## src/rtl/stp_pkg.sv

```systemverilog
// Package stp_pkg
// Shared position type and the pure decode/advance functions of the sequencer.
// Assumes position 0 is the start state and even positions are full steps.
package stp_pkg;

    localparam int POS_W = 3;
    typedef logic [POS_W-1:0] pos_t;

    // Active-low winding pattern {A1, A2, B1, B2} for each position.
    function automatic logic [3:0] phase_of(pos_t p);
        logic [3:0] r;
        case (p)
            3'd0:    r = 4'b1010;
            3'd1:    r = 4'b1110;
            3'd2:    r = 4'b0110;
            3'd3:    r = 4'b0111;
            3'd4:    r = 4'b0101;
            3'd5:    r = 4'b1101;
            3'd6:    r = 4'b1001;
            default: r = 4'b1011;
        endcase
        return r;
    endfunction

    // Half-step code: 00 full step, 01 only an A winding on, 10 only a B winding on.
    function automatic logic [1:0] half_of(pos_t p);
        logic [1:0] r;
        if (!p[0])     r = 2'b00;
        else if (p[1]) r = 2'b01;
        else           r = 2'b10;
        return r;
    endfunction

    // Next position for a step; full mode always lands on an even position.
    function automatic pos_t next_pos(pos_t p, logic fwd, logic full);
        pos_t r;
        if (!full)    r = fwd ? pos_t'(p + 3'd1) : pos_t'(p - 3'd1);
        else if (fwd) r = pos_t'(p + 3'd2) & 3'b110;
        else          r = pos_t'(p - 3'd1) & 3'b110;
        return r;
    endfunction

endpackage

```

## src/rtl/stp_sync.sv

```systemverilog
// Module stp_sync
// Multi-bit, multi-stage flop synchroniser for independent asynchronous levels.
// Assumes each bit is a slow level, so no bus coherency is required.
module stp_sync #(
    parameter int              WIDTH   = 1,
    parameter int              STAGES  = 2,
    parameter logic [WIDTH-1:0] RST_VAL = '0
) (
    input  logic             clk,
    input  logic             rst_n,
    input  logic [WIDTH-1:0] d_in,
    output logic [WIDTH-1:0] q_out
);

    logic [WIDTH-1:0] chain_q [STAGES];

    generate
        for (genvar s = 0; s < STAGES; s++) begin : g_stage
            if (s == 0) begin : g_first
                // First stage samples the asynchronous input.
                always_ff @(posedge clk) begin
                    if (!rst_n) chain_q[0] <= RST_VAL;
                    else        chain_q[0] <= d_in;
                end
            end else begin : g_next
                // Later stages let metastability settle.
                always_ff @(posedge clk) begin
                    if (!rst_n) chain_q[s] <= RST_VAL;
                    else        chain_q[s] <= chain_q[s-1];
                end
            end
        end
    endgenerate

    assign q_out = chain_q[STAGES-1];

endmodule

```

## src/rtl/stp_position.sv

```systemverilog
// Module stp_position
// Falling-edge detector and eight-position up/down counter. Produces one-cycle
// boost triggers when a step enters a full-step state and turns a winding on.
// Assumes synchronised inputs and that direction/mode are aligned with step.
module stp_position
    import stp_pkg::*;
(
    input  logic clk,
    input  logic rst_n,
    input  logic step_s,
    input  logic dir_s,
    input  logic full_s,
    output pos_t pos_q,
    output logic fall,
    output logic trig_a,
    output logic trig_b
);

    logic       step_prev_q;
    pos_t       pos_nx;
    logic [3:0] turn_on;

    // Remember last synchronised step level for edge detection.
    always_ff @(posedge clk) begin
        if (!rst_n) step_prev_q <= 1'b1;
        else        step_prev_q <= step_s;
    end

    assign fall   = step_prev_q & ~step_s;
    assign pos_nx = next_pos(pos_q, dir_s, full_s);

    // Position register moves once per detected falling edge.
    always_ff @(posedge clk) begin
        if (!rst_n)    pos_q <= '0;
        else if (fall) pos_q <= pos_nx;
    end

    // Windings that are off now and on in the target state.
    always_comb begin
        turn_on = phase_of(pos_q) & ~phase_of(pos_nx);
        trig_a  = fall & ~pos_nx[0] & (|turn_on[3:2]);
        trig_b  = fall & ~pos_nx[0] & ~(|turn_on[3:2]) & (|turn_on[1:0]);
    end

endmodule

```

## src/rtl/stp_boost.sv

```systemverilog
// Module stp_boost
// Single shared one-shot feeding two boost lines. A trigger loads the length,
// selects the line, and restarts any pulse already running.
// Assumes trig_a and trig_b are single-cycle and not both high.
module stp_boost #(
    parameter int TON_W = 8
) (
    input  logic             clk,
    input  logic             rst_n,
    input  logic             trig_a,
    input  logic             trig_b,
    input  logic [TON_W-1:0] ton,
    input  logic             hold,
    output logic             boost_a,
    output logic             boost_b
);

    logic [TON_W-1:0] cnt_q;
    logic             sel_b_q;
    logic             fired_q;
    logic             active;

    // Load on trigger, otherwise count down to zero.
    always_ff @(posedge clk) begin
        if (!rst_n) begin
            cnt_q   <= '0;
            sel_b_q <= 1'b0;
            fired_q <= 1'b0;
        end else if (trig_a || trig_b) begin
            cnt_q   <= ton;
            sel_b_q <= trig_b;
            fired_q <= 1'b1;
        end else if (cnt_q != '0) begin
            cnt_q   <= cnt_q - 1'b1;
        end
    end

    assign active  = (cnt_q != '0) | (hold & fired_q);
    assign boost_a = active & ~sel_b_q;
    assign boost_b = active &  sel_b_q;

endmodule

```

## src/rtl/stepper_phase_seq.sv

```systemverilog
// Module stepper_phase_seq
// Top of the stepper phase sequencer: synchronises step/direction/mode,
// tracks position, decodes windings and half-step code, applies inhibit and
// drives the boost one-shot. Assumes rst_n is synchronous to clk.
module stepper_phase_seq
    import stp_pkg::*;
#(
    parameter int TON_W     = 8,
    parameter int SYNC_DEPTH = 2
) (
    input  logic             clk,
    input  logic             rst_n,
    input  logic             step_in,
    input  logic             dir_in,
    input  logic             full_mode_in,
    input  logic             inhibit_in,
    input  logic [TON_W-1:0] ton_cycles,
    input  logic             boost_hold,
    output logic [3:0]       phase_n,
    output logic [1:0]       half_code,
    output logic             boost_a,
    output logic             boost_b
);

    localparam int NSYNC = 3;

    logic [NSYNC-1:0] sync_q;
    pos_t             pos_q;
    logic             step_fall;
    logic             trig_a;
    logic             trig_b;

    stp_sync #(
        .WIDTH  (NSYNC),
        .STAGES (SYNC_DEPTH),
        .RST_VAL(3'b100)
    ) u_sync (
        .clk  (clk),
        .rst_n(rst_n),
        .d_in ({step_in, dir_in, full_mode_in}),
        .q_out(sync_q)
    );

    stp_position u_pos (
        .clk   (clk),
        .rst_n (rst_n),
        .step_s(sync_q[2]),
        .dir_s (sync_q[1]),
        .full_s(sync_q[0]),
        .pos_q (pos_q),
        .fall  (step_fall),
        .trig_a(trig_a),
        .trig_b(trig_b)
    );

    stp_boost #(
        .TON_W(TON_W)
    ) u_boost (
        .clk    (clk),
        .rst_n  (rst_n),
        .trig_a (trig_a),
        .trig_b (trig_b),
        .ton    (ton_cycles),
        .hold   (boost_hold),
        .boost_a(boost_a),
        .boost_b(boost_b)
    );

    // Output decode with inhibit mask forcing everything off.
    always_comb begin
        if (inhibit_in) begin
            phase_n   = 4'b1111;
            half_code = 2'b11;
        end else begin
            phase_n   = phase_of(pos_q);
            half_code = half_of(pos_q);
        end
    end

endmodule

```

## config.mk

```make
export PLATFORM = sky130hd
export DESIGN_NAME = stepper_phase_seq
export DESIGN_NICKNAME = d
export VERILOG_FILES = /design/src/rtl/stp_pkg.sv /design/src/rtl/stp_sync.sv /design/src/rtl/stp_position.sv /design/src/rtl/stp_boost.sv /design/src/rtl/stepper_phase_seq.sv
export SDC_FILE = /design/constraint.sdc
export NUM_CORES = 1
export LEC_CHECK = 0
export ABC_AREA = 1
export BUFFER_PORTS_ARGS = -buffer_cell sky130_fd_sc_hd__buf_2
export CAP_MARGIN = 20
export CORE_MARGIN = 3
export CORE_UTILIZATION = 55
export CTS_BUF_LIST = sky130_fd_sc_hd__clkbuf_16
export DETAILED_ROUTE_END_ITERATION = 8
export GPL_ROUTABILITY_DRIVEN = 0
export PLACE_DENSITY = 0.79
export SLEW_MARGIN = 20
export SYNTH_ARGS = -nofsm -noshare
export SYNTH_HDL_FRONTEND = slang
export SYNTH_SLANG_ARGS = --single-unit
```

## constraint.sdc

```tcl
create_clock -name clk -period 2.1 [get_ports clk]
set_input_delay 0.105 -clock clk [delete_from_list [all_inputs] [get_ports clk]]
set_output_delay 0.105 -clock clk [all_outputs]
set_load 0.01 [all_outputs]
```

==> flow_summary.json, run 1 <==
{
  "portBuffers": 22,
  "fin_nets": 250,
  "critPathLaunchType": "register",
  "tns_ns": 0,
  "fin_crit_ns": 1.98,
  "drt_iter0_drc": 46,
  "cp_data_arrival_time_ns": 2.15,
  "antenna_found_initial": 0,
  "grt_pass1_wl_mm": 4.82,
  "start_util": 0.616,
  "drive_gt1_frac": 0.258,
  "synth_warnings": 0,
  "r2r_start": "u_pos.pos_q[1]",
  "wl_per_cell_um": 11.5,
  "root_buffer": "clkbuf_16",
  "async_reset_ff_frac": 0,
  "r2r-end": "u_boost.cnt_q[5]",
  "crit_type": "register to register",
  "synth_top_area_frac": 0.309,
  "cts_buffers": 3,
  "skew_ns": 0.00292,
  "p_per_area_mw_per_mm2": 1070,
  "tightest_slew_ns": 0.465,
  "setup_viol": 0,
  "clockBufferDepth": 2,
  "synth_edf_count": 0,
  "ys_seq_area_frac": 0.309,
  "synth.avg_cell_area_um2": 6.57,
  "ff2ff_path_depth": 13,
  "synth_nets": 220,
  "ys_ff_latch": 20,
  "yosysTopAreaCell": "dfxtp_1",
  "areaGrowthSynthToFinish_pct": 20.9,
  "drc": 0,
  "syn-cell-area_mm2": 0.00129,
  "synth_area_leaders": "dfxtp_1, nand2_1, inv_1, ha_1, nand3_1",
  "ir_drop_mv": 0.898,
  "core_mm2": 0.00210,
  "final_max_slew_viol_count": 0,
  "path_clk_slew_ns": 0.05,
  "cts.htree.levels": 1,
  "finalCritPeriodShare": 0.942,
  "synth_cells": 197,
  "synth_cell_types": 22,
  "vias": 1326,
  "grt_pass1_vias": 1208,
  "clkSinkCount": 20,
  "cts_hold_buf": 0,
  "status": "completed",
  "setup_slack_ns": 0.122,
  "synth_top_flop_cell": "dfxtp_1",
  "cp_max_fo": 8,
  "worst_ep_required_time_ns": 2.27,
  "grt_usage": 0.222,
  "fp.dieW_um": 54.5,
  "via_per_inst": 5.26,
  "die_area_mm2": 0.00297,
  "cp-startpoint": "u_pos.pos_q[1]",
  "hp-class": "input pin to register",
  "io_pins": 23,
  "firstDrtPassIters": 4,
  "cts_tree": "yes",
  "maxCapViolations": 0,
  "cp-end-kind": "register",
  "fmax_mhz": 506,
  "n_antenna_cell": 0,
  "grt_overflow": 0,
  "synth_most_common_cell": "nand2_1",
  "wl_mm": 2.90,
  "grt_max_degree": 15,
  "p_leak_nw": 0.818,
  "dieHeight_um": 54.5,
  "dp.final_hpwl_mm": 2.21,
  "clk_latency_ns": 0.25,
  "detailedPlace.worstSlack_ns": -0.0639,
  "ant_nets": 0,
  "relSlewSlack": 0.689,
  "worst-r2r-setup-slack_ns": 0.12,
  "hold_viol_final": 0,
  "yosys-top-cells-count": "nand2_1, inv_1, dfxtp_1",
  "num_rows": 16,
  "critPathCapture": "u_boost.cnt_q[5]"
}
## flip-flops by register name (all words and copies together), names as in the netlist
name	count
u_boost.fired_q	1
u_pos.pos_q	3
u_pos.step_prev_q	1
u_sync.chain_q	6
u_boost.sel_b_q	1
u_boost.cnt_q	8
## layout make-up
| cell class | count | area [um2] |
|---|---|---|
| multi-input cells | 141 | 774 |
| fillers | 170 | 537 |
| flip-flops and latches | 20 | 405 |
| repair buffers | 26 | 140 |
| inverters | 35 | 136 |
| clock buffers | 3 | 75.1 |
| well taps | 27 | 33.8 |
## cells by family (layout without fill, tap and decap cells)
group / count (synthesis) / count (layout) / share of synthesized area
AOI/OAI and AO/OA: 21 / 21 / 0.0860
and+or+nand+nor: 106 / 107 / 0.381
DFF: 20 / 20 / 0.309
adders and majority gates: 8 / 8 / 0.0773
xor gates and xnor gates: 5 / 5 / 0.0338
buffers and inverters: 37 / 64 / 0.113
## power by group
| group | internal [W] | switching (W) |
|---|---|---|
| Sequential | 0.000459 | 0.0000622 |
| Combinational | 0.000323 | 0.000461 |
| Clock | 0.000250 | 0.000123 |
| Total | 0.00103 | 0.000647 |
## how the worst min path moves through the flow
stage | start | end | slack [ns] | cells after the start
3_3_place_gp | full_mode_in | u_sync.chain_q[0][0] | 0.29 | 3
3_5_place_dp | dir_in | u_sync.chain_q[0][1] | 0.29 | 3
4_1_cts | dir_in | u_sync.chain_q[0][1] | 0.04 | 3
2_1_floorplan | rst_n | u_pos.step_prev_q | 0.17 | 1
6_report | dir_in | u_sync.chain_q[0][1] | 0.04 | 3
5_1_grt | step_in | u_sync.chain_q[0][2] | 0.05 | 2
## placed cells by master, fill, tap and decap left out, types with 4 or more instances in the layout
| master | count |
|---|---|
| nand2_1 | 54 |
| buf_4 | 4 |
| nor2_1 | 14 |
| ha_1 | 6 |
| a21oi_1 | 12 |
| dfxtp_1 | 18 |
| inv_1 | 31 |
| nand2_2 | 8 |
| buf_2 | 22 |
| nand3_2 | 4 |
| o21ai_0 | 5 |
| nand3_1 | 17 |
## layer usage
layer	global-route usage	part of all wire
met1	0.257	0.41
met2	0.392	0.49
met5	0	0
met3	0.0409	0.078
met4	0.0996	0.018
## through the flow
step,std cells,hold slack (ns),utilization,cell area [um2],total power (W)
4_1_cts,251,0.0401,0.731,1540,0.00167
6_report,252,0.0394,0.745,1570,0.00168
2_1_floorplan,197,0.174,-,1290,0.00110
3_3_place_gp,248,0.287,0.692,1450,0.00122
3_5_place_dp,248,0.295,0.692,1450,0.00126
5_1_grt,252,0.0483,0.745,1570,0.00181
## critical path, cell delays in order, from the launching register on
cell and delay (ns):
dfxtp_4 0.35, ha_2 0.18, ha_1 0.27, o21ai_1 0.14
nand2_1 0.10, nand2_2 0.12, inv_2 0.05, nand2_1 0.08
nand3_2 0.11, nand3_4 0.10, nand2_4 0.09, inv_6 0.11
nand2_1 0.05, a21oi_1 0.15
## what timing repair did
action	4_1_cts	5_1_grt
endpoints found under the setup margin	8	10
gates resized for setup	2	10
pin swaps	0	1
cloned	0	1
setup buffers	0	0
endpoints found under the hold margin	0	0
Power figures use the tool's default switching activity.
==> run 2: changes to the inputs <==
--- a/config.mk
+++ b/config.mk
@@ -9,11 +9,11 @@
 export BUFFER_PORTS_ARGS = -buffer_cell sky130_fd_sc_hd__buf_2
 export CAP_MARGIN = 20
 export CORE_MARGIN = 3
-export CORE_UTILIZATION = 55
+export CORE_UTILIZATION = 49
 export CTS_BUF_LIST = sky130_fd_sc_hd__clkbuf_16
 export DETAILED_ROUTE_END_ITERATION = 8
 export GPL_ROUTABILITY_DRIVEN = 0
-export PLACE_DENSITY = 0.79
+export PLACE_DENSITY = 0.74
 export SLEW_MARGIN = 20
 export SYNTH_ARGS = -nofsm -noshare
 export SYNTH_HDL_FRONTEND = slang
==> constraint.sdc (replaced) <==
create_clock -name clk -period 1.7 [get_ports clk]
set_input_delay 0.085 -clock clk [delete_from_list [all_inputs] [get_ports clk]]
set_output_delay 0.085 -clock clk [all_outputs]
set_load 0.01 [all_outputs]
==> flow_summary.json, run 2 (synthesis gave the netlist of run 1 again) <==
{
  "status": "finished, violations left",
  "violations": "setup timing",
  "detailedPlace.worstSlack_ns": -0.287,
  "cp-end-kind": "register",
  "start_util": 0.518,
  "clockBufferDepth": 2,
  "via_per_inst": 5.14,
  "finalCritPeriodShare": 1.13,
  "skew_ns": 0.00661,
  "drive_gt1_frac": 0.419,
  "fin_util": 0.771,
  "n_antenna_cell": 0,
  "crit_type": "register to register",
  "largest_reg_flops": 8,
  "num_rows": 18,
  "clkSinkCount": 20,
  "reg_top3": "u_boost.cnt_q x8, u_sync.chain_q x6, u_pos.pos_q x3",
  "cp_max_fo": 7,
  "fp.dieW_um": 57.4,
  "io_pins": 23,
  "grt_usage": 0.224,
  "cts_buffers": 3,
  "grt_pass1_vias": 1349,
  "areaGrowthSynthToFinish_pct": 48.8,
  "hold_viol_final": 0,
  "portBuffers": 22,
  "maxCapViolations": 0,
  "drt_iter0_drc": 70,
  "final_common_cell": "nand2_1",
  "wl_mm": 3.64,
  "ir_drop_mv": 1.17,
  "hold_slack_ns": 0.0112,
  "die_area_mm2": 0.00330,
  "placed_cell_area_mm2": 0.00163,
  "placed_cells": 265,
  "setup_viol": 11,
  "tightest_slew_ns": 0.467,
  "rsz0062_at_grt": "true",
  "dieHeight_um": 57.4,
  "antenna_found_initial": 0,
  "fin_nets": 270,
  "final_max_slew_viol_count": 0,
  "cts_tree": "yes",
  "drc": 0,
  "setup_slack_ns": -0.221,
  "cts.htree.levels": 1,
  "dp.final_hpwl_mm": 2.48,
  "fin_cells": 276,
  "root_buffer": "clkbuf_16",
  "firstDrtPassIters": 4,
  "fmax_mhz": 521,
  "fin_crit_ns": 1.92,
  "grt_max_degree": 15,
  "final_area_mm2": 0.00193,
  "path_clk_slew_ns": 0.06,
  "hp-class": "input pin to register",
  "critPathLaunchType": "register",
  "wl_per_cell_um": 13.2,
  "largest-register": "u_boost.cnt_q",
  "clk_latency_ns": 0.26,
  "grt_overflow": 0,
  "grt_pass1_wl_mm": 5.75,
  "ant_nets": 0,
  "p_per_area_mw_per_mm2": 1270,
  "core_mm2": 0.00250,
  "mostFrequentLayoutCells": "nand2_1, inv_1, buf_2, buf_4, dfxtp_1",
  "vias": 1419,
  "worst_ep_required_time_ns": 1.88,
  "relSlewSlack": 0.688,
  "cp_data_arrival_time_ns": 2.10,
  "p_leak_nw": 0.953
}
[run 2: final timing paths]
path,start,endpoint,slack (ns),depth (start not counted)
worst max-delay path,u_pos.pos_q[1],u_boost.cnt_q[4],-0.22,14
worst min-delay path,step_in,u_sync.chain_q[0][2],0.01,2
worst max register to register,u_pos.pos_q[1],u_boost.cnt_q[4],-0.22,14
worst min register to register,u_sync.chain_q[0][0],u_sync.chain_q[1][0],0.41,2
[run 2: where the power goes]
part | internal (W) | leakage [nW] | total, W | switching, W
registers | 0.000566 | 0.167 | 0.000649 | 0.0000826
logic | 0.000534 | 0.737 | 0.00122 | 0.000684
clock network | 0.000408 | 0.0493 | 0.000586 | 0.000178
total | 0.00151 | 0.953 | 0.00245 | 0.000945
[run 2: per-layer routing]
metal	GRT usage	share of wire
met1	0.248	0.42
met2	0.413	0.51
met3	0.0430	0.047
met4	0.0861	0.021
met5	0	0
[run 2: layout make-up]
cell class	instances	area [um2]
multi-input cells	140	930
repair buffers	47	309
well taps	30	37.5
inverters	35	141
flip-flops and latches	20	409
clock buffers	4	100
fillers	170	573
[run 2: repair_timing]
item	in CTS	in global routing
pin swaps	12	4
gates resized for setup	18	20
hold buffers	0	0
cloned	0	0
buffers inserted	6	1
setup endpoints to repair	12	14
[run 2: stage by stage]
step	power [W]	TNS, ns
floorplan	0.00137	-0.206
global placement	0.00158	-1.24
finish	0.00245	-1.84
CTS	0.00232	-1.45
detailed placement	0.00164	-2.32
global route	0.00262	-2.91
[run 2: critical path: stages, from the launching register on]
cell and delay, ns:
dfxtp_4 0.38, inv_4 0.05, ha_4 0.17, ha_4 0.26
nand2_2 0.06, nand2_4 0.09, nand2_8 0.07, inv_4 0.06
nand2_2 0.05, nand3_2 0.09, nand3_4 0.11, nand2_8 0.11
buf_6 0.12, nand3_2 0.05, a21oi_1 0.16
==> run 3: changes to the inputs <==
--- a/config.mk
+++ b/config.mk
@@ -5,11 +5,11 @@
 export SDC_FILE = /design/constraint.sdc
 export NUM_CORES = 1
 export LEC_CHECK = 0
-export ABC_AREA = 1
+export ABC_AREA = 0
 export BUFFER_PORTS_ARGS = -buffer_cell sky130_fd_sc_hd__buf_2
 export CAP_MARGIN = 20
 export CORE_MARGIN = 3
-export CORE_UTILIZATION = 49
+export CORE_UTILIZATION = 48
 export CTS_BUF_LIST = sky130_fd_sc_hd__clkbuf_16
 export DETAILED_ROUTE_END_ITERATION = 8
 export GPL_ROUTABILITY_DRIVEN = 0
==> flow_summary.json, run 3 <==
{
  "relSlewSlack": 0.669,
  "wl_mm": 2.71,
  "drc": 0,
  "synth.avg_cell_area_um2": 8.70,
  "fmax_mhz": 469,
  "path_clk_slew_ns": 0.05,
  "maxCapViolations": 0,
  "fill_cells": 154,
  "antenna_found_initial": 0,
  "p_leak_nw": 0.748,
  "cp-end-kind": "register",
  "grt_pass1_wl_mm": 4.77,
  "dp.final_hpwl_mm": 1.98,
  "synth_area_leaders": "dfxtp_1, ha_1, mux2i_1, nand2b_1, nand2_1",
  "drive_gt1_frac": 0.451,
  "setup_slack_ns": -0.431,
  "synth_warnings": 0,
  "portBuffers": 22,
  "n_antenna_cell": 0,
  "violations": "setup timing",
  "setup_viol": 14,
  "final_common_cell": "buf_4",
  "cp_max_fo": 7,
  "largest_reg_flops": 8,
  "wl_per_cell_um": 12.9,
  "multiInputGateArea_um2": 891,
  "clkSinkCount": 20,
  "synth_top_area_frac": 0.336,
  "detailedPlace.worstSlack_ns": -0.481,
  "dieHeight_um": 55.8,
  "ant_nets": 0,
  "fp.dieW_um": 55.8,
  "async_reset_ff_frac": 0,
  "final_max_slew_viol_count": 0,
  "cts.htree.levels": 1,
  "final_area_mm2": 0.00176,
  "status": "finished, violations left",
  "cts_hold_buf": 0,
  "fin_crit_ns": 2.13,
  "root_buffer": "clkbuf_16",
  "vias": 1132,
  "placed_cell_area_mm2": 0.00153,
  "hold_viol_final": 0,
  "num_rows": 17,
  "clockBufferDepth": 2,
  "grt_overflow": 0,
  "grt_pass1_vias": 1146,
  "synth_nets": 160,
  "synth_cell_types": 37,
  "syn-cell-area_mm2": 0.00119,
  "firstDrtPassIters": 4,
  "fin_nets": 206,
  "critPathLaunchType": "register",
  "core_mm2": 0.00228,
  "areaGrowthSynthToFinish_pct": 47.2,
  "rsz0062_at_grt": "true",
  "io_pins": 23,
  "reg_top3": "u_boost.cnt_q x8, u_sync.chain_q x6, u_pos.pos_q x3",
  "clk_latency_ns": 0.25,
  "slowest_stage": "or4b_4",
  "finalCritPeriodShare": 1.25,
  "tightest_slew_ns": 0.491,
  "grt_usage": 0.188,
  "worst_ep_required_time_ns": 1.84,
  "yosysTopAreaCell": "dfxtp_1",
  "ys_ff_latch": 20,
  "mostFrequentLayoutCells": "buf_4, buf_2, dfxtp_1, nand2_1, nor2_1",
  "hp-class": "input pin to register",
  "die_area_mm2": 0.00312,
  "cts_tree": "yes",
  "skew_ns": 0.00129,
  "ir_drop_mv": 0.939,
  "worstPathCellList": "inv_4, ha_4, or4b_4, o32a_1, mux2i_1, or2_1, buf_6, nand2_8, o21a_1",
  "synth_top_flop_cell": "dfxtp_1",
  "crit_type": "register to register",
  "grt_max_degree": 23,
  "seq_area_um2": 409,
  "ys_seq_area_frac": 0.336,
  "synth_most_common_cell": "dfxtp_1",
  "drt_iter0_drc": 25,
  "start_util": 0.524,
  "via_per_inst": 5.39,
  "cts_buffers": 3,
  "cp_data_arrival_time_ns": 2.27,
  "yosys-top-cells-count": "dfxtp_1, nand2_1, nor2_1",
  "synth_cells": 137,
  "cp_slowest_stage_delay_ns": 0.52,
  "p_per_area_mw_per_mm2": 1130,
  "synth_edf_count": 0,
  "largest-register": "u_boost.cnt_q"
}
[run 3: logic make-up (layout without fill, tap and decap cells)]
group / count (synthesis) / count (layout) / synth area share
adders and majority gates: 8 / 8 / 0.0839
xor gates and xnor gates: 7 / 7 / 0.0514
AOI/OAI and AO/OA: 19 / 19 / 0.122
DFF: 20 / 20 / 0.336
muxes: 8 / 8 / 0.0777
buffers and inverters: 14 / 59 / 0.0504
and+or+nand+nor: 61 / 61 / 0.279
[run 3: metrics by stage]
step / cells / power, W / hold WS, ns / TNS, ns / utilization
2_1_floorplan: 137 / 0.00118 / 0.158 / -2.97 / -
3_3_place_gp: 201 / 0.00139 / 0.269 / -4.19 / 0.674
3_5_place_dp: 201 / 0.00142 / 0.273 / -4.83 / 0.674
4_1_cts: 210 / 0.00194 / 0.0165 / -5.22 / 0.753
5_1_grt: 210 / 0.00213 / 0.0160 / -6.07 / 0.771
6_report: 210 / 0.00198 / 0.0180 / -5.00 / 0.771
[run 3: per-layer routing]
layer,GRT usage,wire [um],vias to the layer above
met2,0.319,1400,24
met3,0.0371,94,9
met4,0.0847,65,0
met5,0,0,-
li1,-,-,569
met1,0.228,1140,530
[run 3: cell type report]
| type | instances | share of cell area |
|---|---|---|
| flip-flops and latches | 20 | 0.233 |
| clock inverters | 1 | 0.00214 |
| well taps | 28 | 0.0200 |
| clock buffers | 3 | 0.0428 |
| inverters | 10 | 0.0242 |
| multi-input cells | 103 | 0.507 |
| repair buffers | 45 | 0.170 |
[run 3: power by group]
| group | switching (W) | internal (W) |
|---|---|---|
| Combinational | 0.000427 | 0.000439 |
| Clock | 0.000160 | 0.000313 |
| Sequential | 0.0000790 | 0.000559 |
| Total | 0.000666 | 0.00131 |
[run 3: critical path, delay by kind of cell, from the launching register on]
| family | cells | cell delay (ns) |
|---|---|---|
| AOI/OAI and AO/OA | 2 | 0.37 |
| adders and majority gates | 1 | 0.17 |
| buffers and inverters | 2 | 0.20 |
| DFF | 1 | 0.39 |
| muxes | 1 | 0.15 |
| and+or+nand+nor | 3 | 0.74 |
[run 3: worst paths after layout]
| kind | from | to | cells past startpoint | slack, ns |
|---|---|---|---|---|
| worst max-delay path | u_pos.pos_q[0] | u_boost.fired_q | 9 | -0.43 |
| worst min-delay path | step_in | u_sync.chain_q[0][2] | 2 | 0.02 |
| worst max register to register | u_pos.pos_q[0] | u_boost.fired_q | 9 | -0.43 |
| worst min register to register | u_sync.chain_q[0][2] | u_sync.chain_q[1][2] | 1 | 0.41 |
[run 3: timing repair]
item,CTS,global route
buffers inserted,5,0
endpoints found under the setup margin,14,16
pin swaps,10,3
gates resized for setup,14,9
cloned,0,0
